--- src/rtl/gbx_pkg.sv ---
package gbx_pkg;
  localparam int unsigned BURST_LEN = 4;
  localparam int unsigned BIDX_W    = $clog2(BURST_LEN);
endpackage

--- src/rtl/gbx_wr_assemble.sv ---
module gbx_wr_assemble
  import gbx_pkg::*;
#(
  parameter int unsigned LANE_W = 8,
  parameter int unsigned LANES  = 4,
  parameter int unsigned COL_W  = 9
) (
  input  logic                        clk,
  input  logic                        rst_n,
  input  logic                        beat_valid,
  input  logic [LANES*LANE_W-1:0]     beat_data,
  input  logic [LANES-1:0]            beat_mask,
  input  logic [COL_W-1:0]            beat_col,
  output logic                        word_valid,
  output logic [LANES*LANE_W*BURST_LEN-1:0] word_data,
  output logic [LANES*BURST_LEN-1:0]  word_be,
  output logic [COL_W-1:0]            word_col
);
  localparam int unsigned BEAT_W = LANES * LANE_W;
  localparam logic [BIDX_W-1:0] LAST_IDX = BIDX_W'(BURST_LEN - 1);

  logic [BIDX_W-1:0] cnt_q, cnt_n;
  logic              valid_q, valid_n;
  logic [COL_W-1:0]  col_q;
  logic [BEAT_W-1:0] slot_d [BURST_LEN];
  logic [LANES-1:0]  slot_m [BURST_LEN];

  always_comb begin
    cnt_n   = cnt_q;
    valid_n = 1'b0;
    if (beat_valid) begin
      cnt_n   = cnt_q + 1'b1;
      valid_n = (cnt_q == LAST_IDX);
    end
  end

  always_ff @(posedge clk or negedge rst_n) begin
    if (!rst_n) begin
      cnt_q   <= '0;
      valid_q <= 1'b0;
    end else begin
      cnt_q   <= cnt_n;
      valid_q <= valid_n;
    end
  end

  always_ff @(posedge clk) begin
    if (beat_valid && cnt_q == '0) col_q <= beat_col;
  end

  for (genvar k = 0; k < BURST_LEN; k++) begin : g_slot
    always_ff @(posedge clk) begin
      if (beat_valid && cnt_q == BIDX_W'(k)) begin
        slot_d[k] <= beat_data;
        slot_m[k] <= beat_mask;
      end
    end
    assign word_data[k*BEAT_W +: BEAT_W] = slot_d[k];
    assign word_be[k*LANES +: LANES]     = ~slot_m[k];
  end

  assign word_valid = valid_q;
  assign word_col   = {col_q[COL_W-1:2], col_q[1:0] & 2'b00};

  AST_WR_ONE_SHOT: assert property (@(posedge clk) disable iff (!rst_n)
    word_valid |=> !word_valid);
  AST_WR_AFTER_BEAT: assert property (@(posedge clk) disable iff (!rst_n)
    word_valid |-> $past(beat_valid));
endmodule

--- src/rtl/gbx_rd_skid.sv ---
module gbx_rd_skid #(
  parameter int unsigned WORD_W = 128
) (
  input  logic              clk,
  input  logic              rst_n,
  input  logic              in_valid,
  input  logic [WORD_W-1:0] in_word,
  output logic              in_ready,
  input  logic              can_load,
  output logic              out_valid,
  output logic [WORD_W-1:0] out_word
);
  logic              full_q, full_n;
  logic [WORD_W-1:0] hold_q;
  logic              capture;

  assign capture = !full_q && in_valid && !can_load;

  always_comb begin
    if (full_q) full_n = !can_load;
    else        full_n = capture;
  end

  always_ff @(posedge clk or negedge rst_n) begin
    if (!rst_n) full_q <= 1'b0;
    else        full_q <= full_n;
  end

  always_ff @(posedge clk) begin
    if (capture) hold_q <= in_word;
  end

  assign in_ready  = !full_q;
  assign out_valid = full_q || in_valid;
  assign out_word  = full_q ? hold_q : in_word;

  AST_SKID_HOLD: assert property (@(posedge clk) disable iff (!rst_n)
    full_q && !can_load |=> full_q && $stable(hold_q));
endmodule

--- src/rtl/gbx_rd_shift.sv ---
module gbx_rd_shift
  import gbx_pkg::*;
#(
  parameter int unsigned LANE_W = 8,
  parameter int unsigned LANES  = 4
) (
  input  logic                                 clk,
  input  logic                                 rst_n,
  input  logic                                 src_valid,
  input  logic [LANES*LANE_W*BURST_LEN-1:0]    src_word,
  output logic                                 can_load,
  output logic [LANES*LANE_W-1:0]              dq,
  output logic                                 dq_valid,
  output logic [LANES-1:0]                     dqs
);
  localparam int unsigned BEAT_W = LANES * LANE_W;
  localparam int unsigned WORD_W = BEAT_W * BURST_LEN;
  localparam logic [BIDX_W-1:0] LAST_IDX = BIDX_W'(BURST_LEN - 1);

  logic              busy_q, busy_n;
  logic [BIDX_W-1:0] bidx_q, bidx_n;
  logic              strobe_q, strobe_n;
  logic [WORD_W-1:0] sh_q;
  logic              last, load;

  assign last     = busy_q && (bidx_q == LAST_IDX);
  assign can_load = !busy_q || last;
  assign load     = can_load && src_valid;

  always_comb begin
    busy_n = busy_q;
    bidx_n = bidx_q;
    if (load) begin
      busy_n = 1'b1;
      bidx_n = '0;
    end else if (last) begin
      busy_n = 1'b0;
    end else if (busy_q) begin
      bidx_n = bidx_q + 1'b1;
    end
    strobe_n = busy_n ? !strobe_q : strobe_q;
  end

  always_ff @(posedge clk or negedge rst_n) begin
    if (!rst_n) begin
      busy_q   <= 1'b0;
      bidx_q   <= '0;
      strobe_q <= 1'b0;
    end else begin
      busy_q   <= busy_n;
      bidx_q   <= bidx_n;
      strobe_q <= strobe_n;
    end
  end

  always_ff @(posedge clk) begin
    if (load) sh_q <= src_word;
  end

  assign dq       = sh_q[bidx_q*BEAT_W +: BEAT_W];
  assign dq_valid = busy_q;

  for (genvar j = 0; j < LANES; j++) begin : g_lane
    assign dqs[j] = strobe_q;
  end

  AST_DQS_TOGGLE: assert property (@(posedge clk) disable iff (!rst_n)
    dq_valid |-> strobe_q != $past(strobe_q));
  AST_DQS_IDLE_STILL: assert property (@(posedge clk) disable iff (!rst_n)
    !dq_valid |-> $stable(strobe_q));
  AST_NO_GAP: assert property (@(posedge clk) disable iff (!rst_n)
    last && src_valid |=> dq_valid && bidx_q == '0);
endmodule

--- src/rtl/burst_gearbox.sv ---
module burst_gearbox
  import gbx_pkg::*;
#(
  parameter int unsigned LANE_W = 8,
  parameter int unsigned LANES  = 4,
  parameter int unsigned COL_W  = 9
) (
  input  logic                                 clk,
  input  logic                                 rst_n,
  input  logic                                 wr_beat_valid,
  input  logic [LANES*LANE_W-1:0]              wr_beat_data,
  input  logic [LANES-1:0]                     wr_beat_mask,
  input  logic [COL_W-1:0]                     wr_beat_col,
  output logic                                 core_wr_valid,
  output logic [LANES*LANE_W*BURST_LEN-1:0]    core_wr_data,
  output logic [LANES*BURST_LEN-1:0]           core_wr_be,
  output logic [COL_W-1:0]                     core_wr_col,
  input  logic                                 rd_word_valid,
  input  logic [LANES*LANE_W*BURST_LEN-1:0]    rd_word,
  output logic                                 rd_word_ready,
  output logic [LANES*LANE_W-1:0]              pin_dq,
  output logic                                 pin_dq_valid,
  output logic [LANES-1:0]                     pin_dqs
);
  localparam int unsigned WORD_W = LANES * LANE_W * BURST_LEN;

  logic [1:0]        rst_sync_q;
  logic              rst_core_n;
  logic              can_load;
  logic              src_valid;
  logic [WORD_W-1:0] src_word;

  always_ff @(posedge clk or negedge rst_n) begin
    if (!rst_n) rst_sync_q <= 2'b00;
    else        rst_sync_q <= {rst_sync_q[0], 1'b1};
  end
  assign rst_core_n = rst_sync_q[1];

  gbx_wr_assemble #(.LANE_W(LANE_W), .LANES(LANES), .COL_W(COL_W)) u_wr (
    .clk        (clk),
    .rst_n      (rst_core_n),
    .beat_valid (wr_beat_valid),
    .beat_data  (wr_beat_data),
    .beat_mask  (wr_beat_mask),
    .beat_col   (wr_beat_col),
    .word_valid (core_wr_valid),
    .word_data  (core_wr_data),
    .word_be    (core_wr_be),
    .word_col   (core_wr_col)
  );

  gbx_rd_skid #(.WORD_W(WORD_W)) u_skid (
    .clk       (clk),
    .rst_n     (rst_core_n),
    .in_valid  (rd_word_valid),
    .in_word   (rd_word),
    .in_ready  (rd_word_ready),
    .can_load  (can_load),
    .out_valid (src_valid),
    .out_word  (src_word)
  );

  gbx_rd_shift #(.LANE_W(LANE_W), .LANES(LANES)) u_shift (
    .clk       (clk),
    .rst_n     (rst_core_n),
    .src_valid (src_valid),
    .src_word  (src_word),
    .can_load  (can_load),
    .dq        (pin_dq),
    .dq_valid  (pin_dq_valid),
    .dqs       (pin_dqs)
  );

  AST_READY_LOW_BUSY: assert property (@(posedge clk) disable iff (!rst_core_n)
    !rd_word_ready |-> pin_dq_valid);
endmodule

--- config.mk ---
export PLATFORM = sky130hd
export DESIGN_NAME = burst_gearbox
export DESIGN_NICKNAME = d
export VERILOG_FILES = /design/src/rtl/gbx_pkg.sv /design/src/rtl/gbx_wr_assemble.sv /design/src/rtl/gbx_rd_skid.sv /design/src/rtl/gbx_rd_shift.sv /design/src/rtl/burst_gearbox.sv
export SDC_FILE = /design/constraint.sdc
export NUM_CORES = 1
export LEC_CHECK = 0
export BUFFER_PORTS_ARGS = -buffer_cell sky130_fd_sc_hd__buf_2
export CAP_MARGIN = 20
export CORE_MARGIN = 1.5
export CORE_UTILIZATION = 55
export CTS_BUF_LIST = sky130_fd_sc_hd__clkbuf_2
export DETAILED_ROUTE_END_ITERATION = 16
export GPL_ROUTABILITY_DRIVEN = 0
export GPL_TIMING_DRIVEN = 0
export PLACE_DENSITY = 0.81
export SKIP_CTS_REPAIR_TIMING = 1
export SLEW_MARGIN = 25
export SYNTH_ARGS = -nofsm -noshare
export SYNTH_HDL_FRONTEND = slang
export SYNTH_SLANG_ARGS = --single-unit
--- constraint.sdc ---
create_clock -name clk -period 1.9 [get_ports clk]
set_clock_uncertainty 0.2 [all_clocks]
set_input_delay 0.095 -clock clk [delete_from_list [all_inputs] [get_ports clk]]
set_output_delay 0.095 -clock clk [all_outputs]
set_load 0.02 [all_outputs]
==> results of run 1 <==
cell families after synthesis:
group,share of synthesized area [%]
AOI/OAI and AO/OA,0.0662
muxes,14.4
buffers and inverters,1.99
xor gates and xnor gates,0.116
DFF,82.4
other,0.0496
adders and majority gates,0.414
and+or+nand+nor,0.529
synth_stat cells, drive strengths merged:
master  count
and3        1
and2        4
edfxtp    407
nand2       4
dfrtp      10
inv        19
nand3       2
nand2b      1
mux2      128
mux4       32
ha          5
nor2        3
xor2        2
nor2b       1
o21ai       2
clkbuf      1
buf        27
conb        2
stage by stage:
step,cells,utilization [%]
after CTS,1537,68.7
after detailed placement,1366,65.5
after global placement,1357,64.7
after floorplan,652,-
==> flow_summary.toml, run 1 <==
[clocking]
root_buffer = "clkbuf_2"
clock_path_buffers = 3
clock_sinks = 417
cts_inserted_buffers = 94
cts_max_level = 3

[floorplanning]
die_h_um = 169
rows = 60
die_x_um = 169
pin_count = 369
initial_core_util_pct = 56.1

[logic_synthesis]
yosys_warnings = 0
ys_seq_area_share_pct = 82.4
syn_inst = 651
syn_avg_cell_area_um2 = 23.2
ys_types = 22
syn_area_um2 = 15100
synth_top_area_share_pct = 80.8
yosys.area.top_type = "edfxtp_1"
ys_ff_latch = 417
synth_area_leaders = "edfxtp_1 (81%), mux2_2 (9.5%), mux4_2 (4.2%)"

[placed_design]
placed_cell_area_um2 = 17600
numPortBuffers = 364
place_ws_ns = -0.443
dp_hpwl_mm = 21.4

[run_status]
error_line = "[ERROR RSZ-0060] Max buffer count reached."
stop_stage = "5_1_grt"
status = "stopped before the end"

[global_routing]
grt_max_degree = 44

[timing]
endpoint_type = "top-level output"
worst_endpoint = "pin_dq[27]"
==> run 2, diff against run 1 <==
--- a/config.mk
+++ b/config.mk
@@ -8,12 +8,11 @@
 export BUFFER_PORTS_ARGS = -buffer_cell sky130_fd_sc_hd__buf_2
 export CAP_MARGIN = 20
 export CORE_MARGIN = 1.5
-export CORE_UTILIZATION = 55
-export CTS_BUF_LIST = sky130_fd_sc_hd__clkbuf_2
+export CORE_UTILIZATION = 40
 export DETAILED_ROUTE_END_ITERATION = 16
 export GPL_ROUTABILITY_DRIVEN = 0
 export GPL_TIMING_DRIVEN = 0
-export PLACE_DENSITY = 0.81
+export PLACE_DENSITY_LB_ADDON = 0.15
 export SKIP_CTS_REPAIR_TIMING = 1
 export SLEW_MARGIN = 25
 export SYNTH_ARGS = -nofsm -noshare
==> run 2 against run 1 <==
Effect of this change:
- the flow now finishes, with violations (hold timing, setup timing)
- area after synthesis unchanged
- synthesized cell count unchanged
==> flow_summary.toml, run 2 <==
[timing]
slew_headroom_pct = 59.6
finalWorstSetupSlack_ns = -0.367
final.period_utilization_pct = 119
hold_viol = 8
holdWs_ns = -0.0389
slew_viol_final = 0
fmax_ghz = 0.441
rsz0062_at_grt = "true"
period_minus_slack_ns = 2.27
setup_viol_count_final = 208
worst_pin_slew_ns = 0.606

[power_and_ir_drop]
p_leak_nw = 8.40
power_density_nw_per_um2 = 1510
ir_drop_v = 0.000827
power_w = 0.0335

[worst_setup_path]
critical_path.max_stage_delay_ns = 0.54
r2r-start = "u_shift.bidx_q[0]"
crit_arrival_ns = 1.97
critical_path_buf_inv_count = 3
r2r_slack_ns = -0.27
path_class = "register to output port"
r2r_cells = 6
cp-start-kind = "register"
crit_chain = "buf_12, buf_12, mux4_2, buf_6"
reg2reg_to = "u_skid.hold_q[12]"
slowest_stage = "mux4_2"
critical_path.top_delay_family = "multiplexers"
crit_top_cell = "buf_12"
critPathMaxFanout = 5
end_kind = "output port"
required_ns = 1.60

[final_layout]
drive_above_1_share_pct = 51.7
top_regs = "u_shift.sh_q (128), u_skid.hold_q (128), u_wr.slot_d (128)"
layout_commonest_cell = "edfxtp_1"
fin_nets = 1484
fin_util_pct = 59.1
final.fill_count = 2913
fin_cells = 1846
syn2layout_area_growth_pct = 46.5
final_cell_mix = "edfxtp_1 (407), buf_2 (333), dlygate4sd3_1 (175)"

[logic_synthesis]
synth_top_area_share_pct = 80.8
yosys_warnings = 0
synth_most_common_cell = "edfxtp_1"
ys_ff_latch = 417
ys_types = 22
synthFlopType = "edfxtp_1"
synth_area_leaders = "edfxtp_1 (81%), mux2_2 (9.5%), mux4_2 (4.2%)"
syn_area_um2 = 15100
synth_edf_count = 407
yosys.area.top_type = "edfxtp_1"
syn_inst = 651
postSynth.asyncResetShare_pct = 2.40
syn_avg_cell_area_um2 = 23.2
netlist_top_cells_count = "edfxtp_1 (407), mux2_2 (128), mux4_2 (28)"
ys_seq_area_share_pct = 82.4

[routing]
drtPass1Iterations = 4
wirelength_mm = 37.5
wl_per_cell_um = 20.3
drt_iter0_drc = 380
ant_nets = 0
routed_via_density = 4.64
drc_errors = 0
vias = 8573
top_layer_used = "met4"
drt-met1-wl_mm = 15.4
met2_length_mm = 18.7
met3_length_mm = 2.57

[floorplanning]
initial_core_util_pct = 40.4
die_x_um = 197
rows = 71
core_area_um2 = 37500
die_area_um2 = 39000
pin_count = 369
die_h_um = 197

[clocking]
cts_tree = "yes"
clock_path_buffers = 3
clock_sinks = 417
cts_inserted_buffers = 44
root_buffer = "clkbuf_16"
cts_max_level = 2
clkSlewWorstSetupHoldPaths_ns = 0.06
insertion_delay_ns = 0.55

[global_routing]
grt_max_degree = 44
grt_pass1_vias = 7689
grt_pass1_wl_mm = 48.1
overflow = 0
antenna_found_initial = 1
grt_usage_pct = 16.9

[flow_run]
cap_violations = 0

[placed_design]
dp_hpwl_mm = 22.9
numPortBuffers = 364
placed_cells = 1537

[run_status]
violations = "hold timing, setup timing"
status = "finished with violations"

[worst_hold_path]
hold_path.class = "register to asynchronous set/reset pin"
run 2: cell counts after synthesis:
Identical to the previous run, type by type.
run 2: worst max path at each step:
stage	from	endpoint	slack [ns]	cells after the start
finish	u_shift.bidx_q[0]	pin_dq[19]	-0.37	4
CTS	u_skid.full_q	u_shift.sh_q[43]	-0.83	8
global route	u_shift.bidx_q[0]	pin_dq[19]	-0.43	4
global placement	u_skid.full_q	u_shift.sh_q[14]	-2.53	3
floorplan	u_shift.bidx_q[0]	u_shift.sh_q[0]	-1.21	3
detailed placement	u_skid.full_q	u_shift.sh_q[43]	-0.81	8
run 2: layout make-up:
cell class | count | area [µm²] | area share, %
sequential | 417 | 12500 | 56.3
timing repair buffer | 602 | 4900 | 22.1
multi-input combinational | 191 | 2410 | 10.9
clock buffer | 53 | 1160 | 5.22
tap | 511 | 639 | 2.88
buffer | 27 | 269 | 1.21
clock inverter | 25 | 228 | 1.03
inverter | 19 | 78.8 | 0.356
antenna | 1 | 2.50 | 0.0113
run 2: layer usage:
metal | vias up | GRT usage (%)
met3 | 56 | 5.70
met2 | 293 | 27.7
met5 | - | 0
met1 | 4308 | 21.1
met4 | 0 | 5.57
li1 | 3916 | -
run 2: cell families after synthesis:
| kind of cell | count (synthesis) | share of synthesized area [%] |
|---|---|---|
| multiplexers | 160 | 14.4 |
| adder cells (fa/ha/maj) | 5 | 0.414 |
| XOR/XNOR | 2 | 0.116 |
| AO/OA/AOI/OAI | 2 | 0.0662 |
| AND/OR/NAND/NOR | 16 | 0.529 |
| buffers and inverters | 47 | 1.99 |
| other | 2 | 0.0496 |
| flip-flops | 417 | 82.4 |
run 2: report_power, final:
part           internal [W]  switching [W]
clock network       0.00487        0.00344
registers            0.0129       0.000549
logic               0.00588        0.00582
run 2: metrics by stage:
step	worst slack, ns	TNS [ns]	area (µm²)
floorplan	-1.21	-212.74	15200
global placement	-2.53	-492.43	17700
detailed placement	-0.809	-109.62	17900
CTS	-0.829	-133.10	19300
global route	-0.426	-51.59	22200
finish	-0.367	-43.04	22200
Note: power is estimated with default switching activity, not from simulation.
==> run 3, diff against run 2 <==
--- a/config.mk
+++ b/config.mk
@@ -7,12 +7,11 @@
 export LEC_CHECK = 0
 export BUFFER_PORTS_ARGS = -buffer_cell sky130_fd_sc_hd__buf_2
 export CAP_MARGIN = 20
-export CORE_MARGIN = 1.5
 export CORE_UTILIZATION = 40
 export DETAILED_ROUTE_END_ITERATION = 16
 export GPL_ROUTABILITY_DRIVEN = 0
 export GPL_TIMING_DRIVEN = 0
-export PLACE_DENSITY_LB_ADDON = 0.15
+export PLACE_DENSITY = 0.64
 export SKIP_CTS_REPAIR_TIMING = 1
 export SLEW_MARGIN = 25
 export SYNTH_ARGS = -nofsm -noshare
==> run 3 against run 2 <==
Effect of this change:
- the run still ends with hold timing, setup timing left
- wire length increased by 0.75%
- sequential share of layout area is 0.072 points lower
- via count rose by 0.75%
- global-route usage fell by 0.19 points
- clock-buffer cell count grew 2
- largest power group unchanged
==> flow_summary.toml, run 3 (synthesized netlist as in run 2, its figures left out) <==
[worst_setup_path]
end_kind = "output port"
worstSetupEndpoint = "pin_dq[15]"
timing.critical_path.depth = 4
crit_chain = "buf_12, clkbuf_16, mux4_2, buf_6"
startpoint = "u_shift.bidx_q[0]"
required_ns = 1.60
r2r_slack_ns = -0.29
reg2reg_to = "u_skid.hold_q[69]"
critical_path.top_delay_family = "multiplexers"
slowest_stage = "mux4_2"
crit_arrival_ns = 2.00
r2r-start = "u_shift.bidx_q[0]"
critical_path_buf_inv_count = 3
r2r_cells = 8
critPathMaxFanout = 7
critical_path.max_stage_delay_ns = 0.52
path_class = "register to output port"
cp-start-kind = "register"

[flow_run]
cap_violations = 0

[global_routing]
grt_usage_pct = 16.7
grtUsageMet1_pct = 19.3
overflow = 0
use_met2_pct = 28.5
grt_pass1_wl_mm = 47.4
met3_usage_pct = 6.35
busiest_layer = "met2"
grt_max_degree = 49
grt_pass1_vias = 7834
antenna_found_initial = 3

[timing]
slew_viol_final = 0
period_minus_slack_ns = 2.29
worst_pin_slew_ns = 0.622
final.period_utilization_pct = 121
setup_viol_count_final = 171
holdWs_ns = -0.0117
hold_viol = 7
rsz0062_at_grt = "true"
slew_headroom_pct = 58.6
finalWorstSetupSlack_ns = -0.394
fmax_ghz = 0.436

[final_layout]
final.fill_count = 2574
layout_commonest_cell = "edfxtp_1"
drive_above_1_share_pct = 51.7
top_regs = "u_shift.sh_q (128), u_skid.hold_q (128), u_wr.slot_d (128)"
multi_input_area_um2 = 2430
syn2layout_area_growth_pct = 46.7
register_area_um2 = 12500
fin_nets = 1481
fin_cells = 1843
fin_util_pct = 60.2
final_cell_mix = "edfxtp_1 (407), buf_2 (333), dlygate4sd3_1 (175)"

[clocking]
root_buffer = "clkbuf_16"
cts_max_level = 2
clock_path_buffers = 3
clkSlewWorstSetupHoldPaths_ns = 0.06
cts_inserted_buffers = 45
clock_sinks = 417
insertion_delay_ns = 0.57
cts_tree = "yes"

[worst_hold_path]
hold_path.class = "register to asynchronous set/reset pin"

[routing]
drt_iter0_drc = 342
ant_nets = 0
routed_via_density = 4.69
wl_per_cell_um = 20.5
vias = 8637
wirelength_mm = 37.8
drc_errors = 0
drtPass1Iterations = 7

[placed_design]
dp_hpwl_mm = 22.5
numPortBuffers = 364
placed_cells = 1529

[power_and_ir_drop]
power_density_nw_per_um2 = 1530
ir_drop_v = 0.00125
p_leak_nw = 8.42

[floorplanning]
pin_count = 369
rows = 70
core_area_um2 = 36900
die_h_um = 196
die_area_um2 = 38600
die_x_um = 196
initial_core_util_pct = 41.0

[run_status]
violations = "hold timing, setup timing"
status = "finished with violations"
[run 3: cell types whose count changed in the layout (fill, tap and decap cells not counted), sizes merged]
cell	before	now
bufinv	4	6
and2	5	4
diode	1	3
clkinvlp	3	2
clkbuf	74	71
inv	20	24
and3	3	5
clkinv	17	16
[run 3: worst min path at each step]
stage	start	endpoint	slack (ns)
after detailed placement	rst_n	rst_sync_q[0]	-0.32
after global routing	wr_beat_col[4]	u_wr.col_q[4]	0.02
final	rst_sync_q[1]	u_shift.bidx_q[0]	-0.01
after CTS	rst_n	rst_sync_q[0]	-0.94
after floorplan	rst_n	rst_sync_q[0]	-0.40
after global placement	rst_n	rst_sync_q[0]	-0.32
[run 3: layer usage]
layer,vias up,part of all wire (%)
li1,3942,-
met1,4282,39
met2,360,51
met3,53,7.5
met4,0,1.9
met5,-,0
[run 3: final cells by class]
type	count	share of cell area (%)
Antenna cell	3	0.0338
Buffer	28	1.26
Timing Repair Buffer	596	21.5
Tap cell	504	2.84
Clock inverter	29	1.40
Multi-Input combinational cell	192	10.9
Sequential cell	417	56.2
Clock buffer	55	5.48
Inverter	19	0.355
[run 3: through the flow]
| step | power [W] | setup WS [ns] | TNS (ns) | area (µm²) |
|---|---|---|---|---|
| after floorplan | 0.0192 | -1.21 | -212.74 | 15200 |
| after global placement | 0.0217 | -2.32 | -449.99 | 17600 |
| after detailed placement | 0.0225 | -0.494 | -76.07 | 17900 |
| after CTS | 0.0315 | -0.667 | -99.17 | 19400 |
| after global routing | 0.0352 | -0.451 | -48.86 | 22200 |
| final | 0.0339 | -0.394 | -38.78 | 22200 |
[run 3: power breakdown]
| part | switching (W) | leakage (nW) | internal [W] |
|---|---|---|---|
| clock | 0.00360 | 0.741 | 0.00540 |
| sequential | 0.000553 | 3.86 | 0.0129 |
| combinational | 0.00571 | 3.81 | 0.00570 |
[run 3: worst reg2reg max path, delay by kind of cell (launching register included)]
family | cells | cell delay [ns]
simple gates | 2 | 0.43
buf+inv | 5 | 0.66
fa+ha+maj | 1 | 0.19
flops | 1 | 0.42
==> run 4, diff against run 3 <==
--- a/config.mk
+++ b/config.mk
@@ -13,6 +13,7 @@
 export GPL_TIMING_DRIVEN = 0
 export PLACE_DENSITY = 0.64
 export SKIP_CTS_REPAIR_TIMING = 1
+export SKIP_LAST_GASP = 1
 export SLEW_MARGIN = 25
 export SYNTH_ARGS = -nofsm -noshare
 export SYNTH_HDL_FRONTEND = slang
==> run 4 against run 3 <==
Effect of this change:
- the flow still finishes with violations (hold timing, setup timing)
- combinational power hardly changed
- setup slack about the same
- power about the same
- sequential power is essentially flat
- critical path depth stayed put
==> flow_summary.toml, run 4 (synthesized netlist as in run 2, its figures left out) <==
[run_status]
status = "finished with violations"
violations = "hold timing, setup timing"

[worst_hold_path]
hold_path.class = "register to asynchronous set/reset pin"

[placed_design]
numPortBuffers = 364
placed_cells = 1529
dp_hpwl_mm = 22.5

[power_and_ir_drop]
ir_drop_v = 0.00125
p_leak_nw = 8.42
power_density_nw_per_um2 = 1530

[final_layout]
drive_above_1_share_pct = 51.7
fin_nets = 1481
layout_commonest_cell = "edfxtp_1"
final_cell_mix = "edfxtp_1 (407), buf_2 (333), dlygate4sd3_1 (175)"
fin_cells = 1843
top_regs = "u_shift.sh_q (128), u_skid.hold_q (128), u_wr.slot_d (128)"
fin_util_pct = 60.2
syn2layout_area_growth_pct = 46.7

[clocking]
clkSlewWorstSetupHoldPaths_ns = 0.06
cts_tree = "yes"
cts_inserted_buffers = 45
clock_sinks = 417
root_buffer = "clkbuf_16"
cts_max_level = 2
clock_path_buffers = 3
insertion_delay_ns = 0.57

[timing]
final.period_utilization_pct = 121
holdWs_ns = -0.0119
setup_viol_count_final = 171
finalWorstSetupSlack_ns = -0.394
hold_viol = 7
rsz0062_at_grt = "true"
fmax_ghz = 0.436
worst_pin_slew_ns = 0.622
period_minus_slack_ns = 2.29
slew_headroom_pct = 58.6
slew_viol_final = 0

[worst_setup_path]
critPathMaxFanout = 7
path_class = "register to output port"
end_kind = "output port"
worstSetupEndpoint = "pin_dq[15]"
r2r_slack_ns = -0.29
required_ns = 1.60
r2r-start = "u_shift.bidx_q[0]"
reg2reg_to = "u_skid.hold_q[69]"
cp-start-kind = "register"
crit_arrival_ns = 2.00
startpoint = "u_shift.bidx_q[0]"
r2r_cells = 8

[routing]
vias = 8637
drt_iter0_drc = 342
drtPass1Iterations = 6
wl_per_cell_um = 20.5
wirelength_mm = 37.8
routed_via_density = 4.69
ant_nets = 0
drc_errors = 0

[global_routing]
grt_pass1_vias = 7834
grt_pass1_wl_mm = 47.4
grt_usage_pct = 16.7
grt_max_degree = 49
antenna_found_initial = 3
overflow = 0

[floorplanning]
rows = 70
pin_count = 369
initial_core_util_pct = 41.0
die_x_um = 196
die_h_um = 196
core_area_um2 = 36900
die_area_um2 = 38600

[flow_run]
cap_violations = 0
run 4: changes by cell type in the layout (fill, tap and decap cells not counted):
cell | previous run | this run
buf_4 | 32 | 31
clkbuf_4 | 1 | 2
run 4: through the flow:
| stage | TNS, ns | setup WS, ns | area (µm²) | power, W | hold WS [ns] |
|---|---|---|---|---|---|
| finish | -38.78 | -0.394 | 22200 | 0.0339 | -0.0119 |
| global route | -48.86 | -0.451 | 22200 | 0.0352 | 0.0235 |
| CTS | -99.17 | -0.667 | 19400 | 0.0315 | -0.938 |
| detailed placement | -76.07 | -0.494 | 17900 | 0.0225 | -0.316 |
| global placement | -449.99 | -2.32 | 17600 | 0.0217 | -0.319 |
| floorplan | -212.74 | -1.21 | 15200 | 0.0192 | -0.401 |
run 4: worst min-delay path by stage:
stage,start,end,slack (ns)
3_3_place_gp,rst_n,rst_sync_q[0],-0.32
6_report,rst_sync_q[1],u_shift.bidx_q[0],-0.01
2_1_floorplan,rst_n,rst_sync_q[0],-0.40
3_5_place_dp,rst_n,rst_sync_q[0],-0.32
4_1_cts,rst_n,rst_sync_q[0],-0.94
5_1_grt,wr_beat_col[4],u_wr.col_q[4],0.02
run 4: power by group:
group | internal [W] | leakage (nW) | switching [W]
clock network | 0.00540 | 0.741 | 0.00360
logic | 0.00570 | 3.81 | 0.00571
registers | 0.0129 | 3.86 | 0.000553
total | 0.0240 | 8.42 | 0.00986
run 4: layer usage:
metal,wire length [µm],track usage (%),vias to the layer above
met5,0,0,-
met4,710,5.67,0
met3,2820,6.35,53
met2,19300,28.5,358
met1,14900,19.3,4284
li1,-,-,3942
run 4: critical path: stages, from the launching register on:
cell and delay [ns]:
dfrtp_1 0.40, buf_12 0.18, clkbuf_16 0.17, mux4_2 0.52, buf_6 0.15
run 4: area by class of cell:
| cell class | count | area (µm²) |
|---|---|---|
| fillers | 2574 | 14700 |
| flip-flops and latches | 417 | 12500 |
| repair buffers | 596 | 4770 |
| multi-input cells | 192 | 2430 |
| clock buffers | 55 | 1220 |
| well taps | 504 | 631 |
| clock inverters | 29 | 312 |
| plain buffers | 28 | 280 |
| inverters | 19 | 78.8 |
| diodes | 3 | 7.51 |
